<file path="src/rtl/irq_ctrl_pkg.sv">
package irq_ctrl_pkg;
  typedef enum logic [1:0] {
    WSEL_EVENT  = 2'd0,
    WSEL_ENABLE = 2'd1,
    WSEL_ACK    = 2'd2,
    WSEL_LEVEL  = 2'd3
  } word_sel_e;

  localparam int unsigned BANK_STRIDE_LOG2 = 4;
endpackage

</file>
<file path="src/rtl/irq_rst_sync.sv">
module irq_rst_sync (
  input  logic clk,
  input  logic rst_n,
  output logic rst_ns
);
  logic [1:0] stage_q;

  always_ff @(posedge clk or negedge rst_n) begin
    if (!rst_n) stage_q <= 2'b00;
    else        stage_q <= {stage_q[0], 1'b1};
  end

  assign rst_ns = stage_q[1];
endmodule

</file>
<file path="src/rtl/irq_reg_decode.sv">
module irq_reg_decode
  import irq_ctrl_pkg::*;
#(
  parameter int NUM_BANKS = 2,
  parameter int ADDR_W    = 5
) (
  input  logic [ADDR_W-1:0]    addr,
  input  logic                 wr,
  output logic [NUM_BANKS-1:0] bank_hit,
  output word_sel_e            wsel,
  output logic [NUM_BANKS-1:0] en_we,
  output logic [NUM_BANKS-1:0] ack_we
);
  localparam int BSEL_W = ADDR_W - BANK_STRIDE_LOG2;

  logic aligned;
  assign aligned = (addr[1:0] == 2'b00);
  assign wsel    = word_sel_e'(addr[3:2]);

  for (genvar b = 0; b < NUM_BANKS; b++) begin : g_hit
    localparam int SLOT = NUM_BANKS - 1 - b;
    assign bank_hit[b] = aligned && (addr[ADDR_W-1:BANK_STRIDE_LOG2] == BSEL_W'(SLOT));
    assign en_we[b]    = wr && bank_hit[b] && (wsel == WSEL_ENABLE);
    assign ack_we[b]   = wr && bank_hit[b] && (wsel == WSEL_ACK);
  end
endmodule

</file>
<file path="src/rtl/irq_src_bank.sv">
module irq_src_bank #(
  parameter int               BANK_W   = 32,
  parameter logic [BANK_W-1:0] LVL_MASK = '0
) (
  input  logic              clk,
  input  logic              rst_ns,
  input  logic [BANK_W-1:0] src,
  input  logic              en_we,
  input  logic              ack_we,
  input  logic [BANK_W-1:0] wdata,
  output logic [BANK_W-1:0] event_q,
  output logic [BANK_W-1:0] enable_q,
  output logic [BANK_W-1:0] level_q,
  output logic              req
);
  logic [BANK_W-1:0] rise;
  logic [BANK_W-1:0] ack_clr;
  logic [BANK_W-1:0] event_d;
  logic [BANK_W-1:0] enable_d;
  logic              event_ce;

  always_comb begin
    rise     = src & ~level_q & ~LVL_MASK;
    ack_clr  = ack_we ? wdata : '0;
    event_d  = (event_q & ~ack_clr) | rise;
    event_ce = ack_we || (|rise);
    enable_d = wdata;
  end

  always_ff @(posedge clk or negedge rst_ns) begin
    if (!rst_ns) begin
      event_q  <= '0;
      enable_q <= '0;
      level_q  <= '0;
    end else begin
      if (event_ce) event_q  <= event_d;
      if (en_we)    enable_q <= enable_d;
      level_q <= src;
    end
  end

  assign req = |((event_q | (level_q & LVL_MASK)) & enable_q);

  AST_EDGE_LATCH: assert property (@(posedge clk) disable iff (!rst_ns)
    (|rise) |=> ((event_q & $past(rise)) == $past(rise)));
  AST_ACK_CLEARS: assert property (@(posedge clk) disable iff (!rst_ns)
    ack_we |=> ((event_q & $past(wdata & ~rise)) == '0));
  AST_ACK_ZERO_KEEPS: assert property (@(posedge clk) disable iff (!rst_ns)
    ack_we |=> ((event_q & $past(event_q & ~wdata)) == $past(event_q & ~wdata)));
  AST_EDGE_BEATS_ACK: assert property (@(posedge clk) disable iff (!rst_ns)
    (ack_we && |(rise & wdata)) |=> ((event_q & $past(rise & wdata)) == $past(rise & wdata)));
  AST_NO_SPURIOUS_EVENT: assert property (@(posedge clk) disable iff (!rst_ns)
    ((event_q & ~$past(event_q) & ~$past(rise)) == '0));
  AST_ENABLE_LOAD: assert property (@(posedge clk) disable iff (!rst_ns)
    en_we |=> (enable_q == $past(wdata)));
  AST_ENABLE_HOLD: assert property (@(posedge clk) disable iff (!rst_ns)
    !en_we |=> $stable(enable_q));
endmodule

</file>
<file path="src/rtl/mixed_irq_ctrl.sv">
module mixed_irq_ctrl
  import irq_ctrl_pkg::*;
#(
  parameter int NUM_BANKS = 2,
  parameter int BANK_W    = 32,
  parameter logic [NUM_BANKS*BANK_W-1:0] LEVEL_MASKS = {32'h1FF0_0000, 32'h3FF0_0000},
  localparam int NUM_SRC  = NUM_BANKS * BANK_W,
  localparam int ADDR_W   = $clog2(NUM_BANKS > 1 ? NUM_BANKS : 2) + BANK_STRIDE_LOG2
) (
  input  logic               clk,
  input  logic               rst_n,
  input  logic [NUM_SRC-1:0] src_in,
  input  logic [ADDR_W-1:0]  reg_addr,
  input  logic               reg_wr,
  input  logic               reg_rd,
  input  logic [BANK_W-1:0]  reg_wdata,
  output logic [BANK_W-1:0]  reg_rdata,
  output logic               irq_out
);
  logic                              rst_ns;
  logic [NUM_BANKS-1:0]              bank_hit;
  logic [NUM_BANKS-1:0]              en_we;
  logic [NUM_BANKS-1:0]              ack_we;
  word_sel_e                         wsel;
  logic [NUM_BANKS-1:0][BANK_W-1:0]  ev_w;
  logic [NUM_BANKS-1:0][BANK_W-1:0]  en_w;
  logic [NUM_BANKS-1:0][BANK_W-1:0]  lv_w;
  logic [NUM_BANKS-1:0]              bank_req;
  logic [BANK_W-1:0]                 rd_mux;
  logic [BANK_W-1:0]                 rdata_q;

  irq_rst_sync u_rst (
    .clk    (clk),
    .rst_n  (rst_n),
    .rst_ns (rst_ns)
  );

  irq_reg_decode #(
    .NUM_BANKS (NUM_BANKS),
    .ADDR_W    (ADDR_W)
  ) u_dec (
    .addr     (reg_addr),
    .wr       (reg_wr),
    .bank_hit (bank_hit),
    .wsel     (wsel),
    .en_we    (en_we),
    .ack_we   (ack_we)
  );

  for (genvar b = 0; b < NUM_BANKS; b++) begin : g_bank
    irq_src_bank #(
      .BANK_W   (BANK_W),
      .LVL_MASK (LEVEL_MASKS[b*BANK_W +: BANK_W])
    ) u_bank (
      .clk      (clk),
      .rst_ns   (rst_ns),
      .src      (src_in[b*BANK_W +: BANK_W]),
      .en_we    (en_we[b]),
      .ack_we   (ack_we[b]),
      .wdata    (reg_wdata),
      .event_q  (ev_w[b]),
      .enable_q (en_w[b]),
      .level_q  (lv_w[b]),
      .req      (bank_req[b])
    );
  end

  always_comb begin
    rd_mux = '0;
    for (int b = 0; b < NUM_BANKS; b++) begin
      if (bank_hit[b]) begin
        unique case (wsel)
          WSEL_EVENT:  rd_mux = ev_w[b];
          WSEL_ENABLE: rd_mux = en_w[b];
          WSEL_LEVEL:  rd_mux = lv_w[b];
          default:     rd_mux = '0;
        endcase
      end
    end
  end

  always_ff @(posedge clk or negedge rst_ns) begin
    if (!rst_ns)     rdata_q <= '0;
    else if (reg_rd) rdata_q <= rd_mux;
  end

  assign reg_rdata = rdata_q;
  assign irq_out   = |bank_req;

  AST_ACK_READS_ZERO: assert property (@(posedge clk) disable iff (!rst_ns)
    (reg_rd && (wsel == WSEL_ACK)) |=> (reg_rdata == '0));
  AST_MISS_READS_ZERO: assert property (@(posedge clk) disable iff (!rst_ns)
    (reg_rd && (bank_hit == '0)) |=> (reg_rdata == '0));
  AST_RDATA_HOLD: assert property (@(posedge clk) disable iff (!rst_ns)
    !reg_rd |=> $stable(reg_rdata));
  AST_QUIET_WHEN_DISABLED: assert property (@(posedge clk) disable iff (!rst_ns)
    (en_w == '0) |-> !irq_out);
endmodule

</file>
<file path="config.mk">
export PLATFORM = sky130hd
export DESIGN_NAME = mixed_irq_ctrl
export DESIGN_NICKNAME = d
export VERILOG_FILES = /design/src/rtl/irq_ctrl_pkg.sv /design/src/rtl/irq_rst_sync.sv /design/src/rtl/irq_reg_decode.sv /design/src/rtl/irq_src_bank.sv /design/src/rtl/mixed_irq_ctrl.sv
export SDC_FILE = /design/constraint.sdc
export NUM_CORES = 1
export LEC_CHECK = 0
export BUFFER_PORTS_ARGS = -buffer_cell sky130_fd_sc_hd__buf_2
export CAP_MARGIN = 30
export CORE_MARGIN = 2
export CORE_UTILIZATION = 45
export DETAILED_ROUTE_END_ITERATION = 10
export PLACE_DENSITY = 0.68
export SLEW_MARGIN = 40
export SYNTH_ARGS = -nofsm -noshare
export SYNTH_HDL_FRONTEND = slang
export SYNTH_SLANG_ARGS = --single-unit
</file>
<file path="constraint.sdc">
create_clock -name clk -period 7.95 [get_ports clk]
set_clock_uncertainty 0.1 [all_clocks]
set_input_delay 0.3975 -clock clk [delete_from_list [all_inputs] [get_ports clk]]
set_output_delay 0.3975 -clock clk [all_outputs]
set_load 0.02 [all_outputs]
</file>
==> parameters.txt, run 1 <==
Parameter                              Value

Setup path
  Critical setup path kind ... flop to output port
  Biggest fanout along the worst timing path ... 3
  Arrival time of data at the critical path endpoint ... 2480 ps
  Critical-path cell list ... a22o_1 > a221oi_1 > nand3_1 > nor4_1 > nand3_1 > buf_2
  Crit-path slowest cell ... nor4_1
  Crit-path most repeated cell ... nand3_1
  Crit start category ... flop
  Crit path required time ... 7450 ps
  CP Capture Type ... output port
  Delay of the slowest critical-path stage ... 530 ps

Worst hold path
  Type of the worst min-delay path ... primary input to flop

Logic synthesis
  Sequential-to-total area share from yosys stat ... about three fifths
  FF+latch count, synth ... 226
  Number of instances in the synthesized netlist ... 772
  Total of warnings raised by yosys ... 0
  Count of flip-flops with a built-in enable after synthesis ... 0
  Avg Cell Area, Syn ... ~13 sq um
  Asr flop ratio synth ... 100%
  Number of distinct library cells after synthesis ... 33
  Nets in the synthesized netlist ... 877
  Most instantiated flip-flop cell in the synthesis netlist ... dfrtp_1
  Post-synthesis instance area ... 0.00967 sq mm

Clock tree
  Clock Tree Root ... clkbuf_16
  Buffers inserted by post-CTS timing repair ... 0
  Hold-fix buffer count after cts ... 71
  Number of buffers between clock root and the deepest sink ... 3
  Inserted Clock Buffers ... 25
  Clock Sinks ... 226
  Number of instances resized during post-cts repair ... 0
  Later-pin clock latency in the skew report ... 510 ps
  TritonCTS clock tree ... built
  Maximum level of the CTS H-tree ... 1
  Clock slew at the register clock pins of the worst setup and hold paths ... 60 ps

Power
  Worst-case vdd ir drop ... between 0.1 and 0.15 mV
  Leak pwr ... 0.00562 uW
  P per Cell Area ... around 230 mW/mm^2
  Total power consumption of the routed design ... between 2000 and 3000 uW

Timing
  Final-report hold violation count ... 0
  Setup ws final ... 4970 ps
  Max-slew headroom at the worst pin ... between 40% and 50%
  Final setup violation count ... 0
  Post-route fraction of the period consumed by the critical path ... 37.5%
  Fmax ... 0.336 GHz
  Final total negative setup slack ... 0 ps
  Final count of pins violating max slew ... 0
  Unrepaired setup endpoints after global routing ... no
  Worst-margin pin slew ... 860 ps
  Clock period minus worst slack ... 2980 ps

Outcome
  Run status ... finished clean

Run
  Max-cap check violation count ... 0

Final layout
  Final instance area ... between 0.01 and 0.015 sq mm
  Post-layout nets ... 1,078
  Number of diodes ... 0
  Most frequent standard cell in the layout excluding fill and tap cells ... dfrtp_1
  Commonest non-fill, non-tap cells in the layout ... dfrtp_1 (225), buf_2 (136), mux2_1 (96)
  Share of layout cells above drive strength 1 ... 22.8%
  Number of filler cells placed in the layout ... 1,747
  Final standard cell utilization of the core ... 57.4%
  Synthesis-to-layout area growth ... 25.2%

Die
  Die span in x ... 151 microns
  Initial Util ... ~46%
  Y dimension of the die ... ~150 microns
  Area of the core ... 0.0211 sq mm
  Boundary Pins ... 138
  Die area ... 0.0227 sq mm
  Row count ... 53

Global route
  Via count of the first global-routing pass ... 7,343
  Global-route total usage across every layer ... approximately a quarter
  Global-route congestion overflow total ... 0
  Largest net degree at the start of global routing ... 68
  Number of antenna violations at the first check in global routing ... 1
  Global-route wire length before repair ... 41,200 microns

Drt
  Count of antenna-violating nets left after detailed routing ... 0
  Violation count after the first detailed-routing iteration ... 494
  DRC violation count after routing ... 0
  Routed wire length ... 26,600 microns
  Number of optimization iterations in the first detailed-route pass ... 5
  Vias per cell ... 5.69
  Wire length per cell ... 21.0 microns
  Via count ... roughly 7,200

Placed design
  DP HPWL ... 16,300 microns
  Placed cell areas ... 0.0106 sq mm
  Setup slack at placement ... 4980 ps
  PortBufs ... around 140
  Placer Congestion ... between 0.7 and 0.8
[per-stage QoR]
stage | hold slack (ps) | instances
2_1_floorplan | 1.91 | 772
3_3_place_gp | 83.5 | 1146
3_5_place_dp | 83.9 | 1149
4_1_cts | 0.515 | 1265
5_1_grt | 24.7 | 1266
6_report | 15.2 | 1266
[flip-flops by register name, indices dropped and copies added (netlist names)]
name and count:
u_rst.stage_q 2, reg_rdata 32, g_bank.u_bank.level_q 64, g_bank.u_bank.enable_q 64
g_bank.u_bank.event_q 64
[cells in the mapped netlist (2+ instances only)]
cell type | count | area share [%]
dfrtp_1 | 226 | 58
mux2_1 | 96 | 11
inv_1 | 77 | 3.0
nand2_1 | 68 | 2.6
a221oi_1 | 67 | 6.1
mux2_2 | 32 | 3.7
o32ai_1 | 32 | 2.9
a22o_1 | 26 | 2.4
o21ai_0 | 21 | 1.1
o21ai_1 | 20 | 1.0
a22oi_1 | 15 | 1.2
buf_2 | 14 | 0.72
clkbuf_1 | 14 | 0.54
a21boi_0 | 10 | 0.78
a21boi_1 | 9 | 0.70
buf_6 | 9 | 1.0
nand4_1 | 8 | 0.52
buf_4 | 6 | 0.47
buf_1 | 4 | 0.16
nand3_1 | 4 | 0.21
nor3_1 | 2 | 0.10
[where the power goes]
part	internal, uW	switching [uW]	leakage (uW)
clock network	676	453	0.000398
registers	1250	70.8	0.00269
logic	169	175	0.00253
[path summary, 6_finish.rpt]
kind / from / end / slack [ps] / depth (start not counted)
max in group asynchronous: u_rst.stage_q[1] / g_bank[1].u_bank.enable_q[19] / 5800 / 3
setup / recovery: g_bank[1].u_bank.event_q[18] / irq_out / 4970 / 6
hold reg to reg: u_rst.stage_q[1] / g_bank[1].u_bank.enable_q[28] / 130 / 0
min in group asynchronous: rst_n / u_rst.stage_q[1] / 100 / 2
setup reg to reg: u_rst.stage_q[1] / g_bank[1].u_bank.enable_q[19] / 5800 / 3
hold / removal: reg_wdata[23] / g_bank[1].u_bank.event_q[23] / 20 / 2
[kinds of logic (layout without fill, tap and decap cells)]
family | Yosys count | after routing | share of synthesized area (%)
flip-flops | 226 | 226 | 58.5
AO/OA/AOI/OAI | 201 | 201 | 16.2
multiplexers | 128 | 128 | 14.9
buffers and inverters | 125 | 344 | 5.96
AND/OR/NAND/NOR | 91 | 91 | 4.45
other | 1 | 1 | 0.0388
[layer usage]
metal	global-route usage, %	part of all wire, %	wire [microns]	vias up
li1	-	-	-	3254
met1	33.1	43	11400	3640
met2	38.6	48	12900	253
met3	3.70	5.9	1560	52
met4	6.59	2.5	673	2
met5	0	0.049	13	-
[critical path, delay by kind of cell (launching register included)]
family / cells / cell delay, ps
simple gates: 3 / 880
flops: 1 / 430
compound gates: 2 / 450
buf+inv: 1 / 220
[layout make-up]
type	instances	area [sq um]	area share, %
Tap cell	275	344	2.84
Sequential cell	226	5660	46.7
Clock buffer	40	752	6.21
Inverter	78	293	2.42
Multi-Input combinational cell	421	3450	28.5
Clock inverter	5	50.0	0.413
Timing Repair Buffer	221	1560	12.9
No activity file was read; power rests on OpenSTA's default activity.
==> run 2: changes to the inputs <==
- clock period: 7.95 -> 2.8 ns (I/O delays scaled with it)
==> parameters.txt, run 2 (synthesis results as in run 1) <==
Parameter                              Value

Outcome
  Run status ... finished clean (unchanged)

Die
  Row count ... 53 (unchanged)
  Initial Util ... 45.9% (unchanged)
  Die span in x ... 151 microns (unchanged)
  Area of the core ... 0.0211 sq mm (unchanged)
  Y dimension of the die ... 151 microns (unchanged)
  Boundary Pins ... 138 (unchanged)
  Die area ... 0.0227 sq mm (unchanged)

Drt
  Wire length per cell ... 21.1 microns (was 21.0 microns)
  Violation count after the first detailed-routing iteration ... 506 (was 494)
  Via count ... 7,304 (was 7,201)
  Count of antenna-violating nets left after detailed routing ... 0 (unchanged)
  Number of optimization iterations in the first detailed-route pass ... 5 (unchanged)
  Vias per cell ... 5.64 (was 5.69)
  Routed wire length ... 27,300 microns (was 26,600 microns)
  DRC violation count after routing ... 0 (unchanged)

Timing
  Worst-margin pin slew ... 856 ps (was 860 ps)
  Unrepaired setup endpoints after global routing ... no (unchanged)
  Final total negative setup slack ... 0 ps (unchanged)
  Post-route fraction of the period consumed by the critical path ... 94.6%
  Final-report hold violation count ... 0 (unchanged)
  Clock period minus worst slack ... ~2600 ps
  Final setup violation count ... 0 (unchanged)
  Final count of pins violating max slew ... 0 (unchanged)
  Fmax ... 0.378 GHz
  Post-Route Hold Slack ... 91.5 ps (was 15.2 ps)
  Max-slew headroom at the worst pin ... 42.9% (was 42.7%)

Placed design
  PortBufs ... 137 (unchanged)
  Placer Congestion ... 0.769 (was 0.792)
  Placed cell areas ... 0.0106 sq mm (about the same)
  DP HPWL ... 16,700 microns (was 16,300 microns)

Clock tree
  Number of buffers between clock root and the deepest sink ... 3 (unchanged)
  Clock slew at the register clock pins of the worst setup and hold paths ... 60 ps (about the same)
  TritonCTS clock tree ... built (unchanged)
  Buffers inserted by post-CTS timing repair ... 0 (unchanged)
  Number of instances resized during post-cts repair ... 0 (unchanged)
  Later-pin clock latency in the skew report ... 530 ps (was 510 ps)
  Maximum level of the CTS H-tree ... 1 (unchanged)
  Inserted Clock Buffers ... 25 (unchanged)
  Clock Tree Root ... clkbuf_16 (unchanged)
  Clock Sinks ... 226 (unchanged)

Final layout
  Most frequent standard cell in the layout excluding fill and tap cells ... dfrtp_1 (unchanged)
  Share of layout cells above drive strength 1 ... 22.5% (was 22.8%)
  Number of diodes ... 0 (unchanged)
  Post-layout nets ... 1,108 (was 1,078)
  Commonest non-fill, non-tap cells in the layout ... dfrtp_1 (225), buf_2 (137), dlygate4sd3_1 (98) (was dfrtp_1 (225), buf_2 (136), mux2_1 (96))
  Top Registers ... g_bank.u_bank.enable_q x64, g_bank.u_bank.event_q x64, g_bank.u_bank.level_q x64 (unchanged)
  Final standard cell utilization of the core ... 58.9% (was 57.4%)
  Final instance area ... 0.0124 sq mm (was 0.0121 sq mm)
  Synthesis-to-layout area growth ... 28.5% (was 25.2%)

Global route
  Global-route congestion overflow total ... 0 (unchanged)
  Number of antenna violations at the first check in global routing ... 0 (was 1)
  Via count of the first global-routing pass ... 7,742 (was 7,343)
  Largest net degree at the start of global routing ... 82 (was 68)
  Global-route total usage across every layer ... 24.7% (was 23.7%)
  Global-route wire length before repair ... 43,300 microns (was 41,200 microns)

Power
  Leak pwr ... 0.00575 uW (was 0.00562 uW)
  P per Cell Area ... 650 mW/mm^2 (was 230 mW/mm^2)
  Worst-case vdd ir drop ... 0.403 mV (was 0.137 mV)
  Total power consumption of the routed design ... 8070 uW (was 2790 uW)

Setup path
  CP Capture Type ... output port (unchanged)
  Critical setup path kind ... flop to output port (unchanged)
  Arrival time of data at the critical path endpoint ... 2410 ps (was 2480 ps)
  Crit path required time ... 2560 ps (was 7450 ps)
  Biggest fanout along the worst timing path ... 3 (unchanged)
  Crit start category ... flop (unchanged)

Worst hold path
  Type of the worst min-delay path ... primary input to flop (unchanged)

Run
  Max-cap check violation count ... 0 (unchanged)
-- run 2: worst max-delay path, stage by stage (launching register included) --
cell	delay, ps
dfrtp_1	410
a22o_1	280
a221oi_1	210
nand3_1	100
nor4_1	460
nand3_1	220
buf_2	210
-- run 2: layer usage --
layer  GRT usage (%)  part of all wire, %  routed length [microns]  up-vias
li1                -                    -                        -     3307
met1            34.7                   43                    11800     3688
met2            40.5                   48                    13100      264
met3            3.42                  6.1                     1670       45
met4            6.96                  2.6                      698        0
met5               0                    0                        0        -
-- run 2: path summary, 6_finish.rpt --
check / from / end / slack, ps / cells after the start
worst max-delay path: g_bank[1].u_bank.event_q[29] / irq_out / 150 / 6
worst min-delay path: reg_addr[4] / reg_rdata[27] / 90 / 3
worst max register to register: g_bank[0].u_bank.enable_q[25] / reg_rdata[25] / 1420 / 3
worst min register to register: u_rst.stage_q[1] / g_bank[1].u_bank.enable_q[28] / 220 / 0
max in group asynchronous: u_rst.stage_q[1] / g_bank[0].u_bank.event_q[10] / 1550 / 1
min in group asynchronous: u_rst.stage_q[1] / g_bank[1].u_bank.enable_q[28] / 220 / 0
-- run 2: stage by stage --
step           worst slack (ps)  instances
3_5_place_dp                679       1153
5_1_grt                    26.4       1295
3_3_place_gp                726       1153
6_report                    152       1295
2_1_floorplan               413        772
4_1_cts                     130       1295
-- run 2: final cells by class --
type	count	area [sq um]
fill	1765	8660
sequential	226	5660
multi-input combinational	421	3450
timing repair buffer	251	1860
clock buffer	34	689
tap	275	344
inverter	78	293
clock inverter	10	138
-- run 2: what timing repair did --
action / 4_1_cts / 5_1_grt
hold buffers: 98 / 0
endpoints found under the setup margin: 0 / 0
endpoints found under the hold margin: 194 / 0
-- run 2: report_power, final --
| group | total [uW] | switching, uW | internal, uW |
|---|---|---|---|
| Clock | 3320 | 1310 | 2000 |
| Sequential | 3740 | 206 | 3540 |
| Combinational | 1010 | 503 | 511 |
| Total | 8070 | 2020 | 6050 |
